==> src/rtl/dmaseq_pkg.sv <==
`timescale 1ns/1ps
package dmaseq_pkg;

    typedef enum logic [2:0] {
        ST_IDLE,
        ST_HOLD,
        ST_T1,
        ST_T2,
        ST_T3,
        ST_TW,
        ST_T4
    } seq_state_t;

    function automatic logic is_master(seq_state_t s);
        return (s == ST_T1) || (s == ST_T2) || (s == ST_T3) ||
               (s == ST_TW) || (s == ST_T4);
    endfunction

    function automatic logic read_phase(seq_state_t s);
        return (s == ST_T2) || (s == ST_T3) || (s == ST_TW) || (s == ST_T4);
    endfunction

    function automatic logic write_phase(seq_state_t s);
        return (s == ST_T3) || (s == ST_TW) || (s == ST_T4);
    endfunction

endpackage

==> src/rtl/dmaseq_fsm.sv <==
`timescale 1ns/1ps
module dmaseq_fsm
    import dmaseq_pkg::*;
#(
    parameter int NCH = 4
) (
    input  logic             clk,
    input  logic             rst_n,
    input  logic [NCH-1:0]   req_vec,
    input  logic [NCH-1:0]   tc_mask,
    input  logic             hold_ack,
    input  logic             ready,
    output seq_state_t       state
);

    seq_state_t nxt;
    logic       any_req;
    logic       more_req;

    assign any_req  = |req_vec;
    assign more_req = |(req_vec & ~tc_mask);

    // state register
    always_ff @(posedge clk or negedge rst_n) begin
        if (!rst_n) state <= ST_IDLE;
        else        state <= nxt;
    end

    // next-state logic
    always_comb begin
        nxt = state;
        unique case (state)
            ST_IDLE: if (any_req) nxt = ST_HOLD;
            ST_HOLD: begin
                if (!any_req)      nxt = ST_IDLE;
                else if (hold_ack) nxt = ST_T1;
            end
            ST_T1:   nxt = ST_T2;
            ST_T2:   nxt = ST_T3;
            ST_T3:   nxt = ready ? ST_T4 : ST_TW;
            ST_TW:   if (ready) nxt = ST_T4;
            ST_T4:   nxt = (more_req && hold_ack) ? ST_T1 : ST_IDLE;
            default: nxt = ST_IDLE;
        endcase
    end

    // no transfer state without the grant
    p_grant_gate_r2: assert property (@(posedge clk) disable iff (!rst_n)
        (state == ST_HOLD && !hold_ack) |=> (state != ST_T1));

    // a wait state is only entered from the third state or another wait
    p_wait_entry_r7: assert property (@(posedge clk) disable iff (!rst_n)
        (state == ST_TW) |-> ($past(state) == ST_T3 || $past(state) == ST_TW));

    // ready low in T3/TW keeps the cycle waiting
    p_ready_stall_r7: assert property (@(posedge clk) disable iff (!rst_n)
        ((state == ST_T3 || state == ST_TW) && !ready) |=> (state == ST_TW));

    // withdrawn requests abandon the bus request
    p_abandon_r12: assert property (@(posedge clk) disable iff (!rst_n)
        (state == ST_HOLD && req_vec == '0) |=> (state == ST_IDLE));

endmodule

==> src/rtl/dmaseq_capture.sv <==
`timescale 1ns/1ps
module dmaseq_capture #(
    parameter  int NCH = 4,
    parameter  int AW  = 16,
    parameter  int CW  = 14,
    localparam int CHW = (NCH > 1) ? $clog2(NCH) : 1
) (
    input  logic             clk,
    input  logic             rst_n,
    input  logic             load,
    input  logic [CHW-1:0]   sel_chan,
    input  logic [AW-1:0]    cur_addr,
    input  logic [CW-1:0]    cur_cnt,
    input  logic             xfer_wr,
    output logic [CHW-1:0]   cap_chan,
    output logic [7:0]       cap_lo,
    output logic             cap_wr,
    output logic             cap_term,
    output logic [NCH-1:0]   tc_mask
);

    logic [AW-9:0] hi_unused;
    assign hi_unused = cur_addr[AW-1:8];

    always_ff @(posedge clk or negedge rst_n) begin
        if (!rst_n) begin
            cap_chan <= '0;
            cap_lo   <= '0;
            cap_wr   <= 1'b0;
            cap_term <= 1'b0;
        end else if (load) begin
            cap_chan <= sel_chan;
            cap_lo   <= cur_addr[7:0];
            cap_wr   <= xfer_wr;
            cap_term <= (cur_cnt == '0) && (hi_unused == hi_unused);
        end
    end

    for (genvar g = 0; g < NCH; g++) begin : g_tcm
        assign tc_mask[g] = cap_term && (cap_chan == CHW'(g));
    end

    // at most one channel can be terminating
    p_tc_single_r10: assert property (@(posedge clk) disable iff (!rst_n)
        $onehot0(tc_mask));

endmodule

==> src/rtl/dmaseq_drive.sv <==
`timescale 1ns/1ps
module dmaseq_drive
    import dmaseq_pkg::*;
#(
    parameter  int NCH = 4,
    parameter  int AW  = 16,
    localparam int CHW = (NCH > 1) ? $clog2(NCH) : 1
) (
    input  logic             clk,
    input  logic             rst_n,
    input  seq_state_t       state,
    input  logic [AW-1:0]    cur_addr,
    input  logic [CHW-1:0]   cap_chan,
    input  logic [7:0]       cap_lo,
    input  logic             cap_wr,
    input  logic             cap_term,
    output logic             hold_req,
    output logic [7:0]       db_out,
    output logic             db_oe,
    output logic             adr_stb,
    output logic [7:0]       addr_lo,
    output logic             addr_oe,
    output logic             ctl_oe,
    output logic             ior_n,
    output logic             iow_n,
    output logic             memr_n,
    output logic             memw_n,
    output logic [NCH-1:0]   dack_n,
    output logic             tc_pulse,
    output logic             upd_en,
    output logic [CHW-1:0]   upd_chan
);

    logic rd_act;
    logic wr_act;

    // output process
    always_comb begin
        rd_act   = read_phase(state);
        wr_act   = write_phase(state);
        hold_req = (state != ST_IDLE);
        addr_oe  = is_master(state);
        ctl_oe   = is_master(state);
        db_out   = '0;
        db_oe    = 1'b0;
        adr_stb  = 1'b0;
        addr_lo  = '0;
        upd_en   = 1'b0;
        tc_pulse = 1'b0;
        unique case (state)
            ST_T1: begin
                db_out  = cur_addr[AW-1:AW-8];
                db_oe   = 1'b1;
                adr_stb = 1'b1;
                addr_lo = cur_addr[7:0];
            end
            ST_T2, ST_T3, ST_TW: addr_lo = cap_lo;
            ST_T4: begin
                addr_lo  = cap_lo;
                upd_en   = 1'b1;
                tc_pulse = cap_term;
            end
            default: ;
        endcase
        ior_n    = !(rd_act &&  cap_wr);
        memr_n   = !(rd_act && !cap_wr);
        memw_n   = !(wr_act &&  cap_wr);
        iow_n    = !(wr_act && !cap_wr);
        upd_chan = cap_chan;
    end

    for (genvar g = 0; g < NCH; g++) begin : g_ack
        assign dack_n[g] = !(rd_act && (cap_chan == CHW'(g)));
    end

    // at most one acknowledge active
    p_ack_onehot_r8: assert property (@(posedge clk) disable iff (!rst_n)
        $onehot0(~dack_n));

    // never more than one read and one write strobe together
    p_strobe_pair_r5: assert property (@(posedge clk) disable iff (!rst_n)
        $countones({~ior_n, ~iow_n, ~memr_n, ~memw_n}) <= 2);

    // memory write only begins while the peripheral read is already active
    p_write_follows_read_r5: assert property (@(posedge clk) disable iff (!rst_n)
        $fell(memw_n) |-> ($past(!ior_n) && !ior_n));

    // data pins released right after the latch strobe
    p_db_release_r3: assert property (@(posedge clk) disable iff (!rst_n)
        adr_stb |=> !db_oe);

    // low address steady while the acknowledge is held
    p_addr_steady_r4: assert property (@(posedge clk) disable iff (!rst_n)
        ((~dack_n != '0) && $past(~dack_n != '0)) |-> $stable(addr_lo));

    // update is a single-clock pulse
    p_upd_single_r9: assert property (@(posedge clk) disable iff (!rst_n)
        upd_en |=> !upd_en);

    // strobes idle whenever not driving the bus
    p_idle_strobes_r1: assert property (@(posedge clk) disable iff (!rst_n)
        !ctl_oe |-> (ior_n && iow_n && memr_n && memw_n && (&dack_n)));

endmodule

==> src/rtl/dma_xfer_seq.sv <==
`timescale 1ns/1ps
module dma_xfer_seq
    import dmaseq_pkg::*;
#(
    parameter  int NCH = 4,
    parameter  int AW  = 16,
    parameter  int CW  = 14,
    localparam int CHW = (NCH > 1) ? $clog2(NCH) : 1
) (
    input  logic             clk,
    input  logic             rst_n,
    input  logic [NCH-1:0]   dreq,
    input  logic [CHW-1:0]   sel_chan,
    input  logic [AW-1:0]    cur_addr,
    input  logic [CW-1:0]    cur_cnt,
    input  logic             xfer_wr,
    input  logic             hold_ack,
    input  logic             ready,
    output logic             hold_req,
    output logic [7:0]       db_out,
    output logic             db_oe,
    output logic             adr_stb,
    output logic [7:0]       addr_lo,
    output logic             addr_oe,
    output logic             ctl_oe,
    output logic             ior_n,
    output logic             iow_n,
    output logic             memr_n,
    output logic             memw_n,
    output logic [NCH-1:0]   dack_n,
    output logic             tc_pulse,
    output logic             upd_en,
    output logic [CHW-1:0]   upd_chan
);

    seq_state_t          state;
    logic [CHW-1:0]      cap_chan;
    logic [7:0]          cap_lo;
    logic                cap_wr;
    logic                cap_term;
    logic [NCH-1:0]      tc_mask;
    logic                load;

    assign load = (state == ST_T1);

    dmaseq_fsm #(.NCH(NCH)) u_fsm (
        .clk      (clk),
        .rst_n    (rst_n),
        .req_vec  (dreq),
        .tc_mask  (tc_mask),
        .hold_ack (hold_ack),
        .ready    (ready),
        .state    (state)
    );

    dmaseq_capture #(.NCH(NCH), .AW(AW), .CW(CW)) u_cap (
        .clk      (clk),
        .rst_n    (rst_n),
        .load     (load),
        .sel_chan (sel_chan),
        .cur_addr (cur_addr),
        .cur_cnt  (cur_cnt),
        .xfer_wr  (xfer_wr),
        .cap_chan (cap_chan),
        .cap_lo   (cap_lo),
        .cap_wr   (cap_wr),
        .cap_term (cap_term),
        .tc_mask  (tc_mask)
    );

    dmaseq_drive #(.NCH(NCH), .AW(AW)) u_drv (
        .clk      (clk),
        .rst_n    (rst_n),
        .state    (state),
        .cur_addr (cur_addr),
        .cap_chan (cap_chan),
        .cap_lo   (cap_lo),
        .cap_wr   (cap_wr),
        .cap_term (cap_term),
        .hold_req (hold_req),
        .db_out   (db_out),
        .db_oe    (db_oe),
        .adr_stb  (adr_stb),
        .addr_lo  (addr_lo),
        .addr_oe  (addr_oe),
        .ctl_oe   (ctl_oe),
        .ior_n    (ior_n),
        .iow_n    (iow_n),
        .memr_n   (memr_n),
        .memw_n   (memw_n),
        .dack_n   (dack_n),
        .tc_pulse (tc_pulse),
        .upd_en   (upd_en),
        .upd_chan (upd_chan)
    );

    // a terminated channel alone never starts another byte
    p_tc_ends_r11: assert property (@(posedge clk) disable iff (!rst_n)
        (state == ST_T4 && (dreq & ~tc_mask) == '0) |=> (state == ST_IDLE));

endmodule

==> config.mk <==
export PLATFORM = sky130hd
export DESIGN_NAME = dma_xfer_seq
export DESIGN_NICKNAME = d
export VERILOG_FILES = /design/src/rtl/dmaseq_pkg.sv /design/src/rtl/dmaseq_fsm.sv /design/src/rtl/dmaseq_capture.sv /design/src/rtl/dmaseq_drive.sv /design/src/rtl/dma_xfer_seq.sv
export SDC_FILE = /design/constraint.sdc
export NUM_CORES = 1
export LEC_CHECK = 0
export ABC_AREA = 1
export CORE_ASPECT_RATIO = 1.5
export CORE_MARGIN = 5
export CORE_UTILIZATION = 34
export CTS_CLUSTER_SIZE = 30
export DETAILED_ROUTE_END_ITERATION = 12
export MAX_ROUTING_LAYER = met4
export PLACE_DENSITY = 0.89
export SETUP_SLACK_MARGIN = 0.15
export SYNTH_ARGS = -nofsm -noshare
export SYNTH_HDL_FRONTEND = slang
export SYNTH_SLANG_ARGS = --single-unit
==> constraint.sdc <==
create_clock -name clk -period 1.4 [get_ports clk]
set_input_delay 0.14 -clock clk [delete_from_list [all_inputs] [get_ports clk]]
set_output_delay 0.14 -clock clk [all_outputs]
set_load 0.1 [all_outputs]
==> summary.md, run 1 <==
| Metric | Value |
|---|---|
| Syn Std Cell Area | 1020 sq um |
| Most frequent cell after synthesis | nand2_1 |
| Synthesized instance count | 147 |
| Synth Register Bits | 15 |
| Worst_ep kind | top-level output |
| Top cell type's share of synthesized area | 36.8% |
| Die Y | 77.1 microns |
| Die X | 54.7 microns |
| Synth top area cells | dfrtp_1, nand2_1, inv_1, nand3_1, o21ai_2 |
| Gpl congestion | 0.824 |
| Num ports | 74 |
| CTS buffer count | 3 |
| CTS sink cnt | 15 |
| Register area share after synthesis | 36.8% |
| Area leader, netlist | dfrtp_1 |
| First Error | [ERROR DPL-0038] Utilization greater than 100%, impossible to legalize |
| Syn_area_per_cell | 6.94 sq um |
| Syn_nets | 188 |
| EDFF count, synth | 0 |
| Synth cell count leaders | nand2_1, inv_1, nor2_1 |
| Hold buffers post-CTS | 0 |
| H-tree depth | 1 |
| Largest net degree at the start of global routing | 16 |
| Worst EP post-GRT repair | addr_lo[3] |
| Main synth FF type | dfrtp_1 |
| Asr flop ratio synth | 100% |
| Longest Clk Path Bufs | 2 |
| DP HPWL | 3960 microns |
| Root Driver | clkbuf_8 |
| IO buf count | 73 |
| Yosys cell types | 23 |
| Outcome | did not finish |
| Core Rows | 24 |
| Stopping stage | global routing |
| Initial core utilization | 35.0% |
| Yosys Warn Count | 0 |
==> logic make-up after synthesis <==
logic type / share of synthesized area [%]
AO/OA/AOI/OAI: 14.8
flip-flops: 36.8
buffers and inverters: 15.6
AND/OR/NAND/NOR: 32.8
==> stage by stage <==
step                setup TNS, ps  utilization, %  cell area [sq um]  instances  setup slack [ps]
CTS                         -8310            95.7               2790        291              -310
detailed placement          -1240            86.3               2510        272              -110
global placement             -194            86.3               2510        272             -30.5
floorplan                  -11450               -               1330        147              -676
==> what timing repair did <==
item	in CTS
buffers inserted	14
cloned	1
gates resized for setup	39
pin swaps	12
setup endpoints to repair	40
==> run 2, diff against run 1 <==
--- a/config.mk
+++ b/config.mk
@@ -6,14 +6,10 @@
 export NUM_CORES = 1
 export LEC_CHECK = 0
 export ABC_AREA = 1
-export CORE_ASPECT_RATIO = 1.5
-export CORE_MARGIN = 5
-export CORE_UTILIZATION = 34
-export CTS_CLUSTER_SIZE = 30
+export CORE_AREA = 5 5 66 68
 export DETAILED_ROUTE_END_ITERATION = 12
-export MAX_ROUTING_LAYER = met4
-export PLACE_DENSITY = 0.89
-export SETUP_SLACK_MARGIN = 0.15
+export DIE_AREA = 0 0 71 73
+export PLACE_DENSITY_LB_ADDON = 0.15
 export SYNTH_ARGS = -nofsm -noshare
 export SYNTH_HDL_FRONTEND = slang
 export SYNTH_SLANG_ARGS = --single-unit
==> summary.md, run 2 <==
| Metric | Value |
|---|---|
| DR iter-0 viols | 36 |
| Gr ovfl total | 0 |
| Most used cell, CP | nor2_4 |
| CTS sink cnt | 15 |
| Worst Skew | 8.55 ps |
| Num ports | 74 |
| Max Cap Viol | 0 |
| DRC errors left | 0 |
| Die X | 71 microns |
| Core area | 3800 sq um |
| Vias in the first global route | 1478 |
| TNS Setup | -6340 ps |
| H-tree depth | 1 |
| Area grow syn2layout | 162% |
| Tcrit/Tclk final | 121% |
| Syn_nets | 188 |
| Top cell type's share of synthesized area | 36.8% |
| Failing checks | setup timing |
| Final Hold Viols | 0 |
| Synth cell count leaders | nand2_1, inv_1, nor2_1 |
| Clk_lat worst skew | 240 ps |
| CP required | 1260 ps |
| Max stage delay cell, worst path | dfrtp_1 |
| Die area | 5180 sq um |
| Vias per inst | 4.55 |
| Hold Crit Class | in2async |
| Synthesized instance count | 147 |
| CP max FO | 5 |
| Top cell family by delay on the critical path | buffers and inverters |
| Critical path type | reg2out |
| Most flop-heavy register | u_cap.cap_lo |
| Core Rows | 23 |
| Root Driver | clkbuf_8 |
| Slew of the pin with the lowest slew margin | 236 ps |
| Top Registers | u_cap.cap_lo x8, u_fsm.state x3, u_cap.cap_chan x2 |
| Slew Viols, Final | 0 |
| Final ANT Viol Nets | 0 |
| Synth Register Bits | 15 |
| Worst Setup Start Kind | flop |
| Initial core utilization | 26.8% |
| Slowest Stage Delay on Critical Path | 420 ps |
| Initial antenna violation count | 0 |
| CTS tree | done |
| Gpl congestion | 0.867 |
| Syn_area_per_cell | 6.94 sq um |
| Share of cells above drive strength 1 | 46.3% |
| IO buf count | 73 |
| DRT Pass-1 Iters | 4 |
| Clk slew on worst S/H paths | 60 ps |
| Fill count | 315 |
| Synth top area cells | dfrtp_1, nand2_1, inv_1, nand3_1, o21ai_2 |
| Asr flop ratio synth | 100% |
| Yosys cell types | 23 |
| Flip-flop count of the largest register after layout | 8 |
| Crit path time final | 1700 ps |
| CTS buffer count | 3 |
| Die Y | 73 microns |
| Final setup viols | 29 |
| Relative slew margins | 84.2% |
| CP arrival | 1560 ps |
| Inserted Diodes | 0 |
| Longest Clk Path Bufs | 2 |
| Largest net degree at the start of global routing | 16 |
| Leading cell types in the layout, fill and taps excluded | clkdlybuf4s50_1, buf_12, inv_1 |
| First-pass GRT wire length | 6670 microns |
| Outcome | finished with violations |
| Routed WL per cell | 13.9 microns |
| Critical path endpoint category | output pin |
| Most frequent cell after synthesis | nand2_1 |
| Vias | 1339 |
| Worst setup margin | -299 ps |
| Layout Nets | 286 |
| RSZ-0062 raised after global routing | true |
| Main synth FF type | dfrtp_1 |
| Post-Route WL | 4080 microns |
| Cell Chain, Critical Path | buf_4 > nor2_4 > nor2_4 > buf_8 > o21ai_4 > buf_12 |
| Tot GR Track Use | 15.8% |
| Highest Clock Rate | 588 MHz |
| Commonest non-fill, non-tap cell in the layout | clkdlybuf4s50_1 |
| DP HPWL | 3370 microns |
| Register area share after synthesis | 36.8% |
| Area leader, netlist | dfrtp_1 |
| EDFF count, synth | 0 |
| Syn Std Cell Area | 1020 sq um |
| Buffers and inverters on the worst path | 3 |
| Yosys Warn Count | 0 |
==> run 2: cell counts after synthesis <==
No cell type changed its count.
==> run 2: logic make-up after synthesis <==
| kind of cell | Yosys count | synth area share (%) |
|---|---|---|
| flip-flops | 15 | 36.8 |
| buffers and inverters | 36 | 15.6 |
| AND/OR/NAND/NOR | 73 | 32.8 |
| AO/OA/AOI/OAI | 23 | 14.8 |
==> run 2: path summary, 6_finish.rpt <==
| path | from | end | slack [ps] | cells after the start |
|---|---|---|---|---|
| max | u_fsm.state[0]$_DFFE_PN0P_ | addr_lo[0] | -300 | 6 |
| min | rst_n | u_cap.cap_chan[1]$_DFFE_PN0P_ | 200 | 2 |
| max reg2reg | u_fsm.state[1]$_DFFE_PN0P_ | u_fsm.state[1]$_DFFE_PN0P_ | -20 | 7 |
| min reg2reg | u_cap.cap_lo[5]$_DFFE_PN0P_ | u_cap.cap_lo[5]$_DFFE_PN0P_ | 560 | 2 |
| max in group asynchronous | rst_n | u_fsm.state[1]$_DFFE_PN0P_ | 1010 | 2 |
| min in group clk | sel_chan[0] | u_cap.cap_chan[0]$_DFFE_PN0P_ | 440 | 3 |
==> run 2: repair_timing <==
action | 4_1_cts | 5_1_grt
resized for setup | 13 | 8
endpoints found under the setup margin | 28 | 35
buffers inserted | 9 | 3
endpoints found under the hold margin | 0 | 0
hold buffers | 0 | 0
cloned | 0 | 1
pin swaps | 3 | 0
==> run 2: layout make-up <==
type	count	area, sq um	share of cell area (%)
Timing Repair Buffer	98	1290	48.2
Tap cell	50	62.6	2.34
Timing Repair inverter	1	8.76	0.328
Clock inverter	1	5.00	0.187
Multi-Input combinational cell	96	767	28.7
Sequential cell	15	379	14.2
Inverter	30	120	4.50
Clock buffer	3	41.3	1.55
==> run 2: worst register-to-register path, cell delays in order (launching register included) <==
cell and delay (ps):
dfrtp_2 450, buf_4 150, nand3_4 140, buf_12 200, buf_6 120, nand3_1 70, nor2_1 100, a21oi_1 80
==> run 2: metrics by stage <==
step	instance area (sq um)	hold WS (ps)	util (%)	std cells	setup WS [ps]
floorplan	1310	-156	-	147	-676
global placement	2490	470	65.4	281	-41.1
detailed placement	2490	473	65.4	281	-88.1
CTS	2640	212	69.6	294	-278
global route	2670	218	70.3	294	-375
finish	2670	203	70.3	294	-299
==> run 2: per-layer routing <==
metal,GRT usage (%),part of all wire [%],up-vias
met5,0,0,-
li1,-,-,655
met1,16.8,36,630
met3,5.10,6.8,6
met4,4.59,1.0,0
met2,29.7,56,48
Power of run 2 is left out: the tool's default activity adds up to more than one toggle a clock period on the data nets, which glitch-free logic cannot reach.
==> run 3, diff against run 2 <==
==> constraint.sdc (replaced) <==
create_clock -name clk -period 2.1 [get_ports clk]
set_input_delay 0.21 -clock clk [delete_from_list [all_inputs] [get_ports clk]]
set_output_delay 0.21 -clock clk [all_outputs]
set_load 0.1 [all_outputs]
==> summary.md, run 3 (synthesis results as in run 2) <==
| Metric | Value |
|---|---|
| Share of cells above drive strength 1 | 32.9% |
| Area grow syn2layout | 112% |
| Vias in the first global route | 1287 |
| Max Cap Viol | 0 |
| DR iter-0 viols | 32 |
| Leading cell types in the layout, fill and taps excluded | clkdlybuf4s50_1, nand2_1, buf_12 |
| Most used cell, CP | inv_2 |
| Met1 WL | 1280 microns |
| Final Hold Viols | 0 |
| Longest Clk Path Bufs | 2 |
| Vias | 1193 |
| Post-Route Utilization | 56.9% |
| Commonest non-fill, non-tap cell in the layout | clkdlybuf4s50_1 |
| Slew of the pin with the lowest slew margin | 647 ps |
| RSZ-0062 raised after global routing | false |
| DP HPWL | 2920 microns |
| Worst Skew | 4.60 ps |
| Core area | 3800 sq um |
| Fill count | 352 |
| CP arrival | 1730 ps |
| Gpl congestion | 0.732 |
| Hold buffers post-CTS | 0 |
| CTS sink cnt | 15 |
| Hold Crit Class | in2async |
| Top Registers | u_cap.cap_lo x8, u_fsm.state x3, u_cap.cap_chan x2 |
| Top sig layer | met3 |
| Flip-flop count of the largest register after layout | 8 |
| Final ANT Viol Nets | 0 |
| Clk slew on worst S/H paths | 60 ps |
| DRC errors left | 0 |
| Post-Route WL | 3320 microns |
| Critical path type | reg2out |
| Reg-to-reg slack, setup | 640 ps |
| First-pass GRT wire length | 5530 microns |
| Worst Setup Start Kind | flop |
| Gr ovfl total | 0 |
| TNS Setup | 0 ps |
| Final setup viols | 0 |
| CP max FO | 18 |
| R2R depth | 6 |
| CTS tree | done |
| Vias per inst | 4.39 |
| Die area | 5180 sq um |
| CTS buffer count | 3 |
| Tot GR Track Use | 13.1% |
| DR WL met3 | 329 microns |
| Initial core utilization | 26.8% |
| CP required | 1890 ps |
| Cell Chain, Critical Path | inv_2 > nand3_2 > inv_2 > nand2_1 > o21ai_2 > buf_12 |
| Inserted Diodes | 0 |
| Crit path time final | 1940 ps |
| PostCTS Resize Cnt | 0 |
| Highest Clock Rate | 515 MHz |
| Most flop-heavy register | u_cap.cap_lo |
| Reg2reg start | u_fsm.state[2]$_DFFE_PN0P_ |
| Root Driver | clkbuf_8 |
| Core Rows | 23 |
| Reg area | 375 sq um |
| DP Worst Slack | 335 ps |
| H-tree depth | 1 |
| Clk_lat worst skew | 240 ps |
| Outcome | finished clean |
| Layout Nets | 264 |
| Die Y | 73 microns |
| Max stage delay cell, worst path | dfrtp_1 |
| Hold_ws | 365 ps |
| Multi-input logic area | 536 sq um |
| Largest net degree at the start of global routing | 19 |
| Slowest Stage Delay on Critical Path | 470 ps |
| Reg-to-reg endpoint | u_cap.cap_term$_DFFE_PN0P_ |
| Relative slew margins | 56.7% |
| Initial antenna violation count | 0 |
| DRT Pass-1 Iters | 4 |
| Metal2 WL | 1710 microns |
| Tcrit/Tclk final | 92.4% |
| Num ports | 74 |
| Worst setup margin | 159 ps |
| Die X | 71 microns |
| Routed WL per cell | 12.2 microns |
| IO buf count | 73 |
| Critical path endpoint category | output pin |
| Slew Viols, Final | 0 |
-- run 3: cell count changes in the layout (fill, tap and decap cells not counted), sizes merged --
cell	before	now
buf	58	37
clkinv	2	1
-- run 3: what timing repair did --
action,in CTS,in global routing
endpoints found under the setup margin,0,6
buffers inserted,0,1
hold endpoints to repair,0,0
-- run 3: per-stage QoR --
stage / instances / instance area (sq um)
after floorplan: 147 / 1070
after global placement: 267 / 2110
after detailed placement: 267 / 2110
after CTS: 271 / 2150
after global routing: 272 / 2160
final: 272 / 2160
-- run 3: worst max-delay path by stage --
stage / start / to / slack, ps / cells past startpoint
3_5_place_dp: u_fsm.state[2]$_DFFE_PN0P_ / dack_n[1] / 340 / 7
5_1_grt: u_fsm.state[2]$_DFFE_PN0P_ / addr_lo[1] / 60 / 6
3_3_place_gp: u_fsm.state[0]$_DFFE_PN0P_ / dack_n[3] / 410 / 8
2_1_floorplan: u_fsm.state[2]$_DFFE_PN0P_ / dack_n[0] / -210 / 6
4_1_cts: u_fsm.state[2]$_DFFE_PN0P_ / dack_n[1] / 60 / 7
6_report: u_fsm.state[2]$_DFFE_PN0P_ / addr_lo[6] / 160 / 6
-- run 3: routing by layer --
metal,up-vias,GRT usage (%)
li1,609,-
met1,543,14.5
met2,41,23.4
met3,0,7.16
met4,0,0.626
met5,-,0
-- run 3: cell type report --
class / instances / area share [%]
multi-input cells: 96 / 24.8
inverters: 30 / 5.21
flip-flops and latches: 15 / 17.4
repair buffers: 77 / 47.6
clock buffers: 3 / 1.91
well taps: 50 / 2.90
clock inverters: 1 / 0.232
-- run 3: worst max-delay path: cells and delay by family (launching register included) --
family / cells / cell delay, ps
AO/OA/AOI/OAI: 1 / 120
AND/OR/NAND/NOR: 2 / 270
flip-flops: 1 / 470
buffers and inverters: 3 / 610
Power of run 3 is left out for the same reason.
